[config.mk]
export PLATFORM = sky130hd
export DESIGN_NAME = mru_victim_cache
export DESIGN_NICKNAME = d
export VERILOG_FILES = /design/src/rtl/mvc_pkg.sv /design/src/rtl/mvc_tag_way.sv /design/src/rtl/mvc_recency.sv /design/src/rtl/mvc_miss_ctr.sv /design/src/rtl/mru_victim_cache.sv
export SDC_FILE = /design/constraint.sdc
export NUM_CORES = 1
export LEC_CHECK = 0
export BUFFER_PORTS_ARGS = -buffer_cell sky130_fd_sc_hd__buf_2
export CORE_ASPECT_RATIO = 1.2
export CORE_MARGIN = 4
export CORE_UTILIZATION = 34
export DETAILED_ROUTE_END_ITERATION = 16
export GPL_ROUTABILITY_DRIVEN = 0
export GPL_TIMING_DRIVEN = 0
export PLACE_DENSITY = 0.46
export REMOVE_ABC_BUFFERS = 1
export SLEW_MARGIN = 20
export SYNTH_ARGS = -nofsm -noshare
export SYNTH_HDL_FRONTEND = slang
export SYNTH_SLANG_ARGS = --single-unit
[constraint.sdc]
create_clock -name clk -period 4.3 [get_ports clk]
set_input_delay 0.215 -clock clk [delete_from_list [all_inputs] [get_ports clk]]
set_output_delay 0.215 -clock clk [all_outputs]
set_load 0.05 [all_outputs]
[src/rtl/mvc_pkg.sv]
package mvc_pkg;
   localparam int unsigned MVC_WAYS = 2;
   typedef logic mvc_way_t;
endpackage

[src/rtl/mvc_tag_way.sv]
module mvc_tag_way #(
   parameter int unsigned SETS  = 8,
   parameter int unsigned TAG_W = 13,
   localparam int unsigned IDX_W = $clog2(SETS)
) (
   input  logic             clk,
   input  logic             rst_n,
   input  logic [IDX_W-1:0] rd_idx,
   output logic             rd_valid,
   output logic [TAG_W-1:0] rd_tag,
   input  logic             wr_en,
   input  logic [IDX_W-1:0] wr_idx,
   input  logic [TAG_W-1:0] wr_tag
);
   logic [SETS-1:0]  valid_q;
   logic [TAG_W-1:0] tag_q [SETS];

   always_ff @(posedge clk) begin
      if (!rst_n) valid_q <= '0;
      else if (wr_en) valid_q[wr_idx] <= 1'b1;
   end

   always_ff @(posedge clk) begin
      if (wr_en) tag_q[wr_idx] <= wr_tag;
   end

   assign rd_valid = valid_q[rd_idx];
   assign rd_tag   = tag_q[rd_idx];

   // a written entry is valid and holds the written tag on the next cycle
   p_fill_sticks_r5: assert property (@(posedge clk) disable iff (!rst_n)
      wr_en |=> valid_q[$past(wr_idx)] && (tag_q[$past(wr_idx)] == $past(wr_tag)));
   // without a write, the valid vector is unchanged
   p_valid_stable_r10: assert property (@(posedge clk) disable iff (!rst_n)
      !wr_en |=> $stable(valid_q));
endmodule

[src/rtl/mvc_recency.sv]
module mvc_recency #(
   parameter int unsigned SETS = 8,
   localparam int unsigned IDX_W = $clog2(SETS)
) (
   input  logic                 clk,
   input  logic                 rst_n,
   input  logic [IDX_W-1:0]     rd_idx,
   output mvc_pkg::mvc_way_t    rd_mru,
   input  logic                 upd,
   input  logic [IDX_W-1:0]     upd_idx,
   input  mvc_pkg::mvc_way_t    upd_way
);
   logic [SETS-1:0] mru_q;

   always_ff @(posedge clk) begin
      if (!rst_n) mru_q <= '0;
      else if (upd) mru_q[upd_idx] <= upd_way;
   end

   assign rd_mru = mru_q[rd_idx];

   p_mru_tracks_r7: assert property (@(posedge clk) disable iff (!rst_n)
      upd |=> mru_q[$past(upd_idx)] == $past(upd_way));
   p_mru_idle_r10: assert property (@(posedge clk) disable iff (!rst_n)
      !upd |=> $stable(mru_q));
endmodule

[src/rtl/mvc_miss_ctr.sv]
module mvc_miss_ctr #(
   parameter int unsigned CNT_W = 8
) (
   input  logic             clk,
   input  logic             rst_n,
   input  logic             inc,
   output logic [CNT_W-1:0] count
);
   localparam logic [CNT_W-1:0] TOP = '1;
   logic [CNT_W-1:0] cnt_q;

   always_ff @(posedge clk) begin
      if (!rst_n) cnt_q <= '0;
      else if (inc && cnt_q != TOP) cnt_q <= cnt_q + 1'b1;
   end

   assign count = cnt_q;

   p_count_step_r8: assert property (@(posedge clk) disable iff (!rst_n)
      (inc && cnt_q != TOP) |=> cnt_q == $past(cnt_q) + 1'b1);
   p_count_sat_r8: assert property (@(posedge clk) disable iff (!rst_n)
      (cnt_q == TOP) |=> cnt_q == TOP);
   p_count_hold_r8: assert property (@(posedge clk) disable iff (!rst_n)
      !inc |=> $stable(cnt_q));
endmodule

[src/rtl/mru_victim_cache.sv]
module mru_victim_cache #(
   parameter int unsigned ADDR_W   = 16,
   parameter int unsigned SET_BITS = 3,
   parameter int unsigned CNT_W    = 8
) (
   input  logic              clk,
   input  logic              rst_n,
   input  logic              req_valid,
   input  logic [ADDR_W-1:0] req_addr,
   output logic              rsp_valid,
   output logic              rsp_hit,
   output logic              rsp_way,
   output logic [CNT_W-1:0]  miss_count
);
   import mvc_pkg::*;

   localparam int unsigned SETS  = 1 << SET_BITS;
   localparam int unsigned TAG_W = ADDR_W - SET_BITS;

   initial begin
      assert (SET_BITS >= 1 && SET_BITS < ADDR_W) else $error("SET_BITS out of range");
      assert (CNT_W >= 1) else $error("CNT_W must be positive");
   end

   // address split
   logic [SET_BITS-1:0] idx;
   logic [TAG_W-1:0]    tag;
   assign idx = req_addr[SET_BITS-1:0];
   assign tag = req_addr[ADDR_W-1:SET_BITS];

   logic [MVC_WAYS-1:0] way_valid;
   logic [MVC_WAYS-1:0] way_match;
   logic [MVC_WAYS-1:0] way_fill;
   mvc_way_t            mru_way;
   mvc_way_t            victim;
   mvc_way_t            use_way;
   logic                hit_c;

   for (genvar w = 0; w < MVC_WAYS; w++) begin : g_way
      logic [TAG_W-1:0] rd_tag;
      mvc_tag_way #(.SETS(SETS), .TAG_W(TAG_W)) u_way (
         .clk      (clk),
         .rst_n    (rst_n),
         .rd_idx   (idx),
         .rd_valid (way_valid[w]),
         .rd_tag   (rd_tag),
         .wr_en    (way_fill[w]),
         .wr_idx   (idx),
         .wr_tag   (tag)
      );
      assign way_match[w] = way_valid[w] && (rd_tag == tag);
      assign way_fill[w]  = req_valid && !hit_c && (victim == mvc_way_t'(w));
   end

   assign hit_c = |way_match;

   // empty way first (way 0 before way 1), else the most recent way
   always_comb begin
      if (!way_valid[0])      victim = 1'b0;
      else if (!way_valid[1]) victim = 1'b1;
      else                    victim = mru_way;
   end

   assign use_way = hit_c ? way_match[1] : victim;

   mvc_recency #(.SETS(SETS)) u_rec (
      .clk     (clk),
      .rst_n   (rst_n),
      .rd_idx  (idx),
      .rd_mru  (mru_way),
      .upd     (req_valid),
      .upd_idx (idx),
      .upd_way (use_way)
   );

   mvc_miss_ctr #(.CNT_W(CNT_W)) u_ctr (
      .clk   (clk),
      .rst_n (rst_n),
      .inc   (req_valid && !hit_c),
      .count (miss_count)
   );

   // registered response
   always_ff @(posedge clk) begin
      if (!rst_n) begin
         rsp_valid <= 1'b0;
         rsp_hit   <= 1'b0;
         rsp_way   <= 1'b0;
      end else begin
         rsp_valid <= req_valid;
         rsp_hit   <= req_valid && hit_c;
         rsp_way   <= req_valid ? use_way : 1'b0;
      end
   end

   p_rsp_follows_r3: assert property (@(posedge clk) disable iff (!rst_n)
      req_valid |=> rsp_valid);
   p_rsp_quiet_r3: assert property (@(posedge clk) disable iff (!rst_n)
      !req_valid |=> !rsp_valid && !rsp_hit);
   p_single_match_r4: assert property (@(posedge clk) disable iff (!rst_n)
      $onehot0(way_match));
   p_empty_first_r5: assert property (@(posedge clk) disable iff (!rst_n)
      (req_valid && !hit_c && !way_valid[0]) |=> !rsp_hit && rsp_way == 1'b0);
   p_mru_victim_r6: assert property (@(posedge clk) disable iff (!rst_n)
      (req_valid && !hit_c && (&way_valid)) |=> rsp_way == $past(mru_way));
endmodule

==> results of run 1 <==
## power by group through the flow
stage | logic (µW) | registers [µW] | clock network, µW
detailed placement | 323 | 2650 | 0
global route | 351 | 2600 | 2470
finish | 321 | 2600 | 2310
CTS | 324 | 2600 | 2380
global placement | 306 | 2650 | 0
floorplan | 151 | 2660 | 0
## sequential cells by signal, indices dropped and copies added (netlist names)
name                 cells
u_rec.mru_q              8
g_way.u_way.valid_q     16
rsp_hit                  1
g_way.u_way.tag_q      208
rsp_way                  1
rsp_valid                1
u_ctr.count              8
## timing repair
action	in CTS	in global routing
endpoints found under the setup margin	62	48
pin swaps	0	0
hold buffers	0	0
buffers inserted	0	2
gates resized for setup	1	1
endpoints found under the hold margin	0	0
## worst max-delay path: stages
cell,delay (ns)
buf_2,0.58
nand2_1,0.50
a211oi_1,0.44
nor4_1,0.10
a211oi_1,0.29
nand4_1,0.20
o32ai_2,0.81
or2_2,0.50
nor3_2,0.09
buf_4,0.20
buf_6,0.15
## worst max-delay path by stage
stage	slack (ns)	end	from	depth (start not counted)
final	0.47	g_way[1].u_way.tag_q[7][1]$_DFFE_PP_	req_addr[2]	11
after global routing	0.20	g_way[1].u_way.tag_q[7][0]$_DFFE_PP_	req_addr[2]	11
after CTS	0.08	g_way[1].u_way.tag_q[5][12]$_DFFE_PP_	req_addr[0]	10
after detailed placement	-0.70	g_way[1].u_way.tag_q[5][1]$_DFFE_PP_	req_addr[2]	10
after global placement	-3.09	g_way[1].u_way.tag_q[3][1]$_DFFE_PP_	req_addr[1]	9
after floorplan	0.81	g_way[1].u_way.tag_q[3][0]$_DFFE_PP_	req_addr[0]	8
## cells in the mapped netlist (9+ instances only)
library cell  count
a21oi_1          12
buf_2             9
o21ai_0          23
nor2b_1           9
nand3_1           9
mux2i_1          86
nand2_1          45
buf_6            11
a22oi_1          22
mux4_2           14
edfxtp_1        208
a22o_1           10
nor3_1            9
xnor2_1          11
nand2b_1         10
dfxtp_1          35
nor2_1           26
mux2_2            9
clkbuf_1         12
## routing by layer
layer	part of all wire	global-route usage	vias up
met3	0.037	0.0214	28
met4	0.020	0.0367	0
met1	0.43	0.181	2748
li1	-	-	2572
met2	0.51	0.252	89
met5	0	0	-
## cell families after synthesis
group / count (synthesis) / synth area share
buffers and inverters: 39 / 0.0252
DFF: 243 / 0.696
adders and majority gates: 1 / 0.00125
AOI/OAI and AO/OA: 98 / 0.0678
xor gates and xnor gates: 18 / 0.0158
muxes: 109 / 0.128
and+or+nand+nor: 134 / 0.0657
## cells in the final DEF, fill, tap and decap left out, types with 10 or more instances in the layout
cell type | netlist | final
nand2b_1 | 10 | 10
mux2i_1 | 86 | 86
xnor2_1 | 11 | 11
nor2_1 | 26 | 14
a22o_1 | 10 | 10
a21oi_1 | 12 | 12
edfxtp_1 | 208 | 208
mux4_2 | 14 | 14
o21ai_0 | 23 | 23
buf_2 | 9 | 27
nand2_1 | 45 | 45
clkbuf_16 | 0 | 27
dfxtp_1 | 35 | 35
nor2_2 | 1 | 12
a22oi_1 | 22 | 22
## final cells by class
class                           count  share of cell area
Sequential cell                   243               0.597
Multi-Input combinational cell    360               0.244
Inverter                            3            0.000967
Timing Repair Buffer               52              0.0393
Clock inverter                     16              0.0173
Antenna cell                        1            0.000215
Tap cell                          385              0.0414
Clock buffer                       32              0.0596
## through the flow
stage | area (µm²) | TNS (ns) | instances | utilization
5_1_grt | 11600 | 0 | 1091 | 0.404
3_3_place_gp | 10400 | -538.56 | 1020 | 0.359
3_5_place_dp | 10700 | -87.74 | 1041 | 0.371
6_report | 11600 | 0 | 1092 | 0.404
2_1_floorplan | 9740 | 0 | 606 | -
4_1_cts | 11600 | 0 | 1089 | 0.402
==> flow_metrics.env, run 1 <==
export IMPL_layout_area_seq_um2=6950
export IMPL_multiInputGateArea_um2=2850
export IMPL_run_status="finished, final reports clean"
export IMPL_setup_worst_path_start_class="input port"
export IMPL_drv_slew=0
export IMPL_dominantRegCellSynth="edfxtp_1"
export IMPL_place_hpwl_mm=14.9
export IMPL_cts_made_buffers=26
export IMPL_first_global_vias=5749
export IMPL_cts_sink_count=243
export IMPL_ffs_w_async_s_r_synth=0
export IMPL_yosysTopAreaCellShare=0.626
export IMPL_cts_root_buf="clkbuf_16"
export IMPL_antenna_violations_before_repair=1
export IMPL_ant_nets=0
export IMPL_gate_count_after_technology_mapping=642
export IMPL_total_leakage_power_uw=0.00399
export IMPL_timing_critical_path_arrival_ns=4.11
export IMPL_design_core_area_um2=28800
export IMPL_critical_path_required_ns=4.58
export IMPL_synth_seq_cells=243
export IMPL_ys_warnings_count=0
export IMPL_layout_min_cycle_time_ns=3.83
export IMPL_all_layer_gr_usage=0.142
export IMPL_number_of_levels_in_the_clock_h_tree=1
export IMPL_area_overhead_of_the_layout_relative_to_synthesis_pct=16.7
export IMPL_worst_hold_path_num_cells=2
export IMPL_io_pins=30
export IMPL_rows=68
export IMPL_drv_max_cap_violation_count=0
export IMPL_layout_nets=706
export IMPL_final_hold_worst_slack_ns=0.0806
export IMPL_final_setup_worst_slack_ns=0.469
export IMPL_timing_worst_setup_path_type="in2reg"
export IMPL_synthDominantAreaCellType="edfxtp_1"
export IMPL_die_w_um=164
export IMPL_first_iter_violations=337
export IMPL_intPower_uw=4150
export IMPL_switching_power_uw=1090
export IMPL_global_route_overflow_total=0
export IMPL_post_drt_via_cell_ratio=4.98
export IMPL_reg2reg_from="g_way[1].u_way.tag_q[6][8]$_DFFE_PP_"
export IMPL_holdPathEnd="rsp_valid$_SDFF_PN0_"
export IMPL_rsz0062_at_grt="false"
export IMPL_tritoncts="built"
export IMPL_seq_power_share=0.497
export IMPL_power_density_nw_per_um2=450
export IMPL_worstRegToRegCells=10
export IMPL_vias=5437
export IMPL_design_die_area_um2=32200
export IMPL_route_detailed_wl_per_inst_um=20.9
export IMPL_finalSetupViolCount=0
export IMPL_fin_crit_sh=0.891
export IMPL_worst_hold_startpoint="req_valid"
export IMPL_p_total_uw=5230
export IMPL_bufs_on_longest_clock_path=3
export IMPL_fin_worst_skew_ns=0.0109
export IMPL_post_route_drc_count=0
export IMPL_place_worst_setup_slack_ns=-0.698
export IMPL_grt_first_pass_wirelength_mm=34.7
export IMPL_buffer_ports_inserted=29
export IMPL_route_final_wire_length_mm=22.8
export IMPL_layout_drive_gt1_share=0.200
export IMPL_fp_dieH_um=196
export IMPL_fillCellCount=2615
export IMPL_normalized_max_slew_margin=0.415
export IMPL_share_comb_of_total_power=0.061
export IMPL_vdd_ir_drop_max_mv=0.299
export IMPL_worst_r2r_endpoint="g_way[1].u_way.tag_q[7][1]$_DFFE_PP_"
export IMPL_end_kind="flip-flop"
export IMPL_floorplan_initialDensity=0.346
export IMPL_min_path_type="in2reg"
export IMPL_path_max_fanout=25
export IMPL_syn_avg_cell_area_um2=15.5
export IMPL_seq_area_frac_synth=0.696
export IMPL_clock_power_share=0.441
export IMPL_worstSkewPairLatency_ns=0.52
export IMPL_synthesis_area_um2=9980
export IMPL_worst_pin_slew_ns=0.877
export IMPL_fmax_mhz=261
export IMPL_synth_enable_flop_cells=208
export IMPL_final_hold_viols=0
export IMPL_largest_net_degree_at_the_start_of_global_routing=52
export IMPL_drt_pass1_iterations=4
export IMPL_proportion_of_total_power_due_to_net_switching=0.208
export IMPL_synth_top_cells_by_area="edfxtp_1 (63%), mux2i_1 (8.6%), dfxtp_1 (7.0%)"
export IMPL_synth_cell_types=53
export IMPL_cts_clk_pin_slew_worst_paths_ns=0.06
export IMPL_setup_reg_to_reg_worst_slack_ns=0.63
(Power assumes the default switching activity.)
==> run 2: changes to the inputs <==
- CORE_MARGIN: 4 -> 3
- CORE_UTILIZATION: 34 -> 55
- PLACE_DENSITY: 0.46 -> 0.69
- clock period: 4.3 -> 5 ns (I/O delays scaled with it)
==> flow_metrics.env, run 2 (synthesized netlist as in run 1, its figures left out) <==
export IMPL_worst_pin_slew_ns=1.00
export IMPL_fin_worst_skew_ns=0.0104
export IMPL_power_density_nw_per_um2=375
export IMPL_global_route_overflow_total=0
export IMPL_largest_reg_by_ff_count="g_way.u_way.tag_q"
export IMPL_largestRegisters="g_way.u_way.tag_q (208), g_way.u_way.valid_q (16)"
export IMPL_worstSkewPairLatency_ns=0.52
export IMPL_total_leakage_power_uw=0.00387
export IMPL_vdd_ir_drop_max_mv=0.294
export IMPL_drt_pass1_iterations=5
export IMPL_end_kind="flip-flop"
export IMPL_finalSetupTns_ns=0
export IMPL_switching_power_uw=901
export IMPL_min_path_type="in2reg"
export IMPL_die_w_um=129
export IMPL_final_hold_viols=0
export IMPL_drv_max_cap_violation_count=0
export IMPL_worst_hold_startpoint="req_valid"
export IMPL_design_core_area_um2=17600
export IMPL_largest_net_degree_at_the_start_of_global_routing=70
export IMPL_postLayoutCoreUtil=0.633
export IMPL_post_route_drc_count=0
export IMPL_rows=53
export IMPL_largest_register_ffs=208
export IMPL_ant_nets=0
export IMPL_setup_worst_path_start_class="input port"
export IMPL_cts_sink_count=243
export IMPL_buffer_ports_inserted=29
export IMPL_normalized_max_slew_margin=0.330
export IMPL_vias=5553
export IMPL_grt_first_pass_wirelength_mm=32.0
export IMPL_insertedDiodeCount=0
export IMPL_rsz0062_at_grt="false"
export IMPL_place_worst_setup_slack_ns=-0.121
export IMPL_finish_cell_count_without_fillers=913
export IMPL_worst_r2r_endpoint="g_way[1].u_way.tag_q[3][4]$_DFFE_PP_"
export IMPL_all_layer_gr_usage=0.211
export IMPL_route_final_wire_length_mm=20.4
export IMPL_tritoncts="built"
export IMPL_area_overhead_of_the_layout_relative_to_synthesis_pct=12.0
export IMPL_first_global_vias=5516
export IMPL_setup_reg_to_reg_worst_slack_ns=1.26
export IMPL_design_die_area_um2=19800
export IMPL_finalSetupViolCount=0
export IMPL_worst_hold_path_num_cells=2
export IMPL_worstRegToRegCells=9
export IMPL_bufs_on_longest_clock_path=3
export IMPL_clock_power_share=0.403
export IMPL_timing_worst_setup_path_type="in2reg"
export IMPL_dp_cells=871
export IMPL_first_iter_violations=452
export IMPL_route_detailed_wl_per_inst_um=22.4
export IMPL_fillCellCount=1264
export IMPL_layout_min_cycle_time_ns=4.24
export IMPL_layout_common_cells="edfxtp_1 (208), mux2i_1 (86), nand2_1 (45)"
export IMPL_place_hpwl_mm=12.9
export IMPL_layout_nets=697
export IMPL_layout_drive_gt1_share=0.190
export IMPL_proportion_of_total_power_due_to_net_switching=0.215
export IMPL_timing_critical_path_arrival_ns=4.51
export IMPL_share_comb_of_total_power=0.063
export IMPL_drv_slew=0
export IMPL_antenna_violations_before_repair=0
export IMPL_post_drt_via_cell_ratio=6.08
export IMPL_fmax_mhz=236
export IMPL_number_of_levels_in_the_clock_h_tree=1
export IMPL_cts_made_buffers=24
export IMPL_holdPathEnd="rsp_valid$_SDFF_PN0_"
export IMPL_fin_crit_sh=0.848
export IMPL_stdcell_area_um2=11200
export IMPL_reg2reg_from="g_way[0].u_way.tag_q[7][10]$_DFFE_PP_"
export IMPL_run_status="finished, final reports clean"
export IMPL_floorplan_initialDensity=0.566
export IMPL_io_pins=30
export IMPL_final_common_cell="edfxtp_1"
export IMPL_fp_dieH_um=154
export IMPL_seq_power_share=0.534
export IMPL_final_setup_worst_slack_ns=0.762
export IMPL_cts_resized_gates=0
export IMPL_path_max_fanout=25
export IMPL_intPower_uw=3290
export IMPL_cts_root_buf="clkbuf_16"
export IMPL_cts_setup_buffers=0
export IMPL_cts_hold_buf=0
export IMPL_cts_clk_pin_slew_worst_paths_ns=0.06
export IMPL_place_area_um2=10400
export IMPL_critical_path_required_ns=5.27
==> run 2: cell count changes in the layout (fill, tap and decap cells not counted), moves of 3 or more <==
cell,before,now
buf_8,9,6
buf_4,7,4
clkbuf_1,5,1
bufinv_16,5,0
clkbuf_8,0,4
==> run 2: metal layers <==
metal | GRT usage | wire length [µm]
met1 | 0.290 | 8400
met2 | 0.349 | 10400
met3 | 0.0313 | 1150
met4 | 0.0700 | 503
met5 | 0 | 0
==> run 2: stage by stage <==
stage | hold WS [ns] | power (µW)
2_1_floorplan | 0.349 | 2420
3_3_place_gp | 0.430 | 2530
3_5_place_dp | 0.440 | 2550
4_1_cts | 0.0884 | 4220
5_1_grt | 0.109 | 4330
6_report | 0.110 | 4190
==> run 2: power by group through the flow <==
stage | Sequential, µW | Clock (µW) | Combinational (µW)
after global placement | 2280 | 0 | 250
final | 2240 | 1690 | 264
after detailed placement | 2280 | 0 | 265
after floorplan | 2290 | 0 | 130
after CTS | 2240 | 1710 | 265
after global routing | 2240 | 1800 | 287
==> run 2: layout make-up <==
class                   instances  area, µm²  share of cell area
clock buffers                  32        694              0.0622
clock inverters                10       48.8             0.00437
inverters                       3       11.3             0.00101
multi-input cells             360       2840               0.254
flip-flops and latches        243       6950               0.622
well taps                     220        275              0.0246
repair buffers                 45        362              0.0324
==> run 2: critical path, cell delays in order <==
cell     delay [ns]
buf_2          0.56
and2_1         0.85
a22oi_1        0.22
nand2_1        0.12
xnor2_1        0.09
or4_4          0.58
o32ai_2        0.68
or2_1          0.63
nor3_2         0.10
buf_4          0.21
buf_4          0.18
==> run 2: how the worst max path moves through the flow <==
stage                start                                    end  slack, ns  cells past startpoint
6_report       req_addr[2]   g_way[1].u_way.tag_q[3][4]$_DFFE_PP_       0.76                     11
5_1_grt        req_addr[0]   g_way[1].u_way.tag_q[7][5]$_DFFE_PP_       0.53                     10
4_1_cts        req_addr[0]   g_way[1].u_way.tag_q[7][1]$_DFFE_PP_       0.41                     10
3_5_place_dp   req_addr[0]  g_way[1].u_way.tag_q[7][11]$_DFFE_PP_      -0.12                     10
3_3_place_gp   req_addr[1]   g_way[1].u_way.tag_q[7][1]$_DFFE_PP_      -1.78                      9
2_1_floorplan  req_addr[0]   g_way[1].u_way.tag_q[3][0]$_DFFE_PP_       1.47                      8
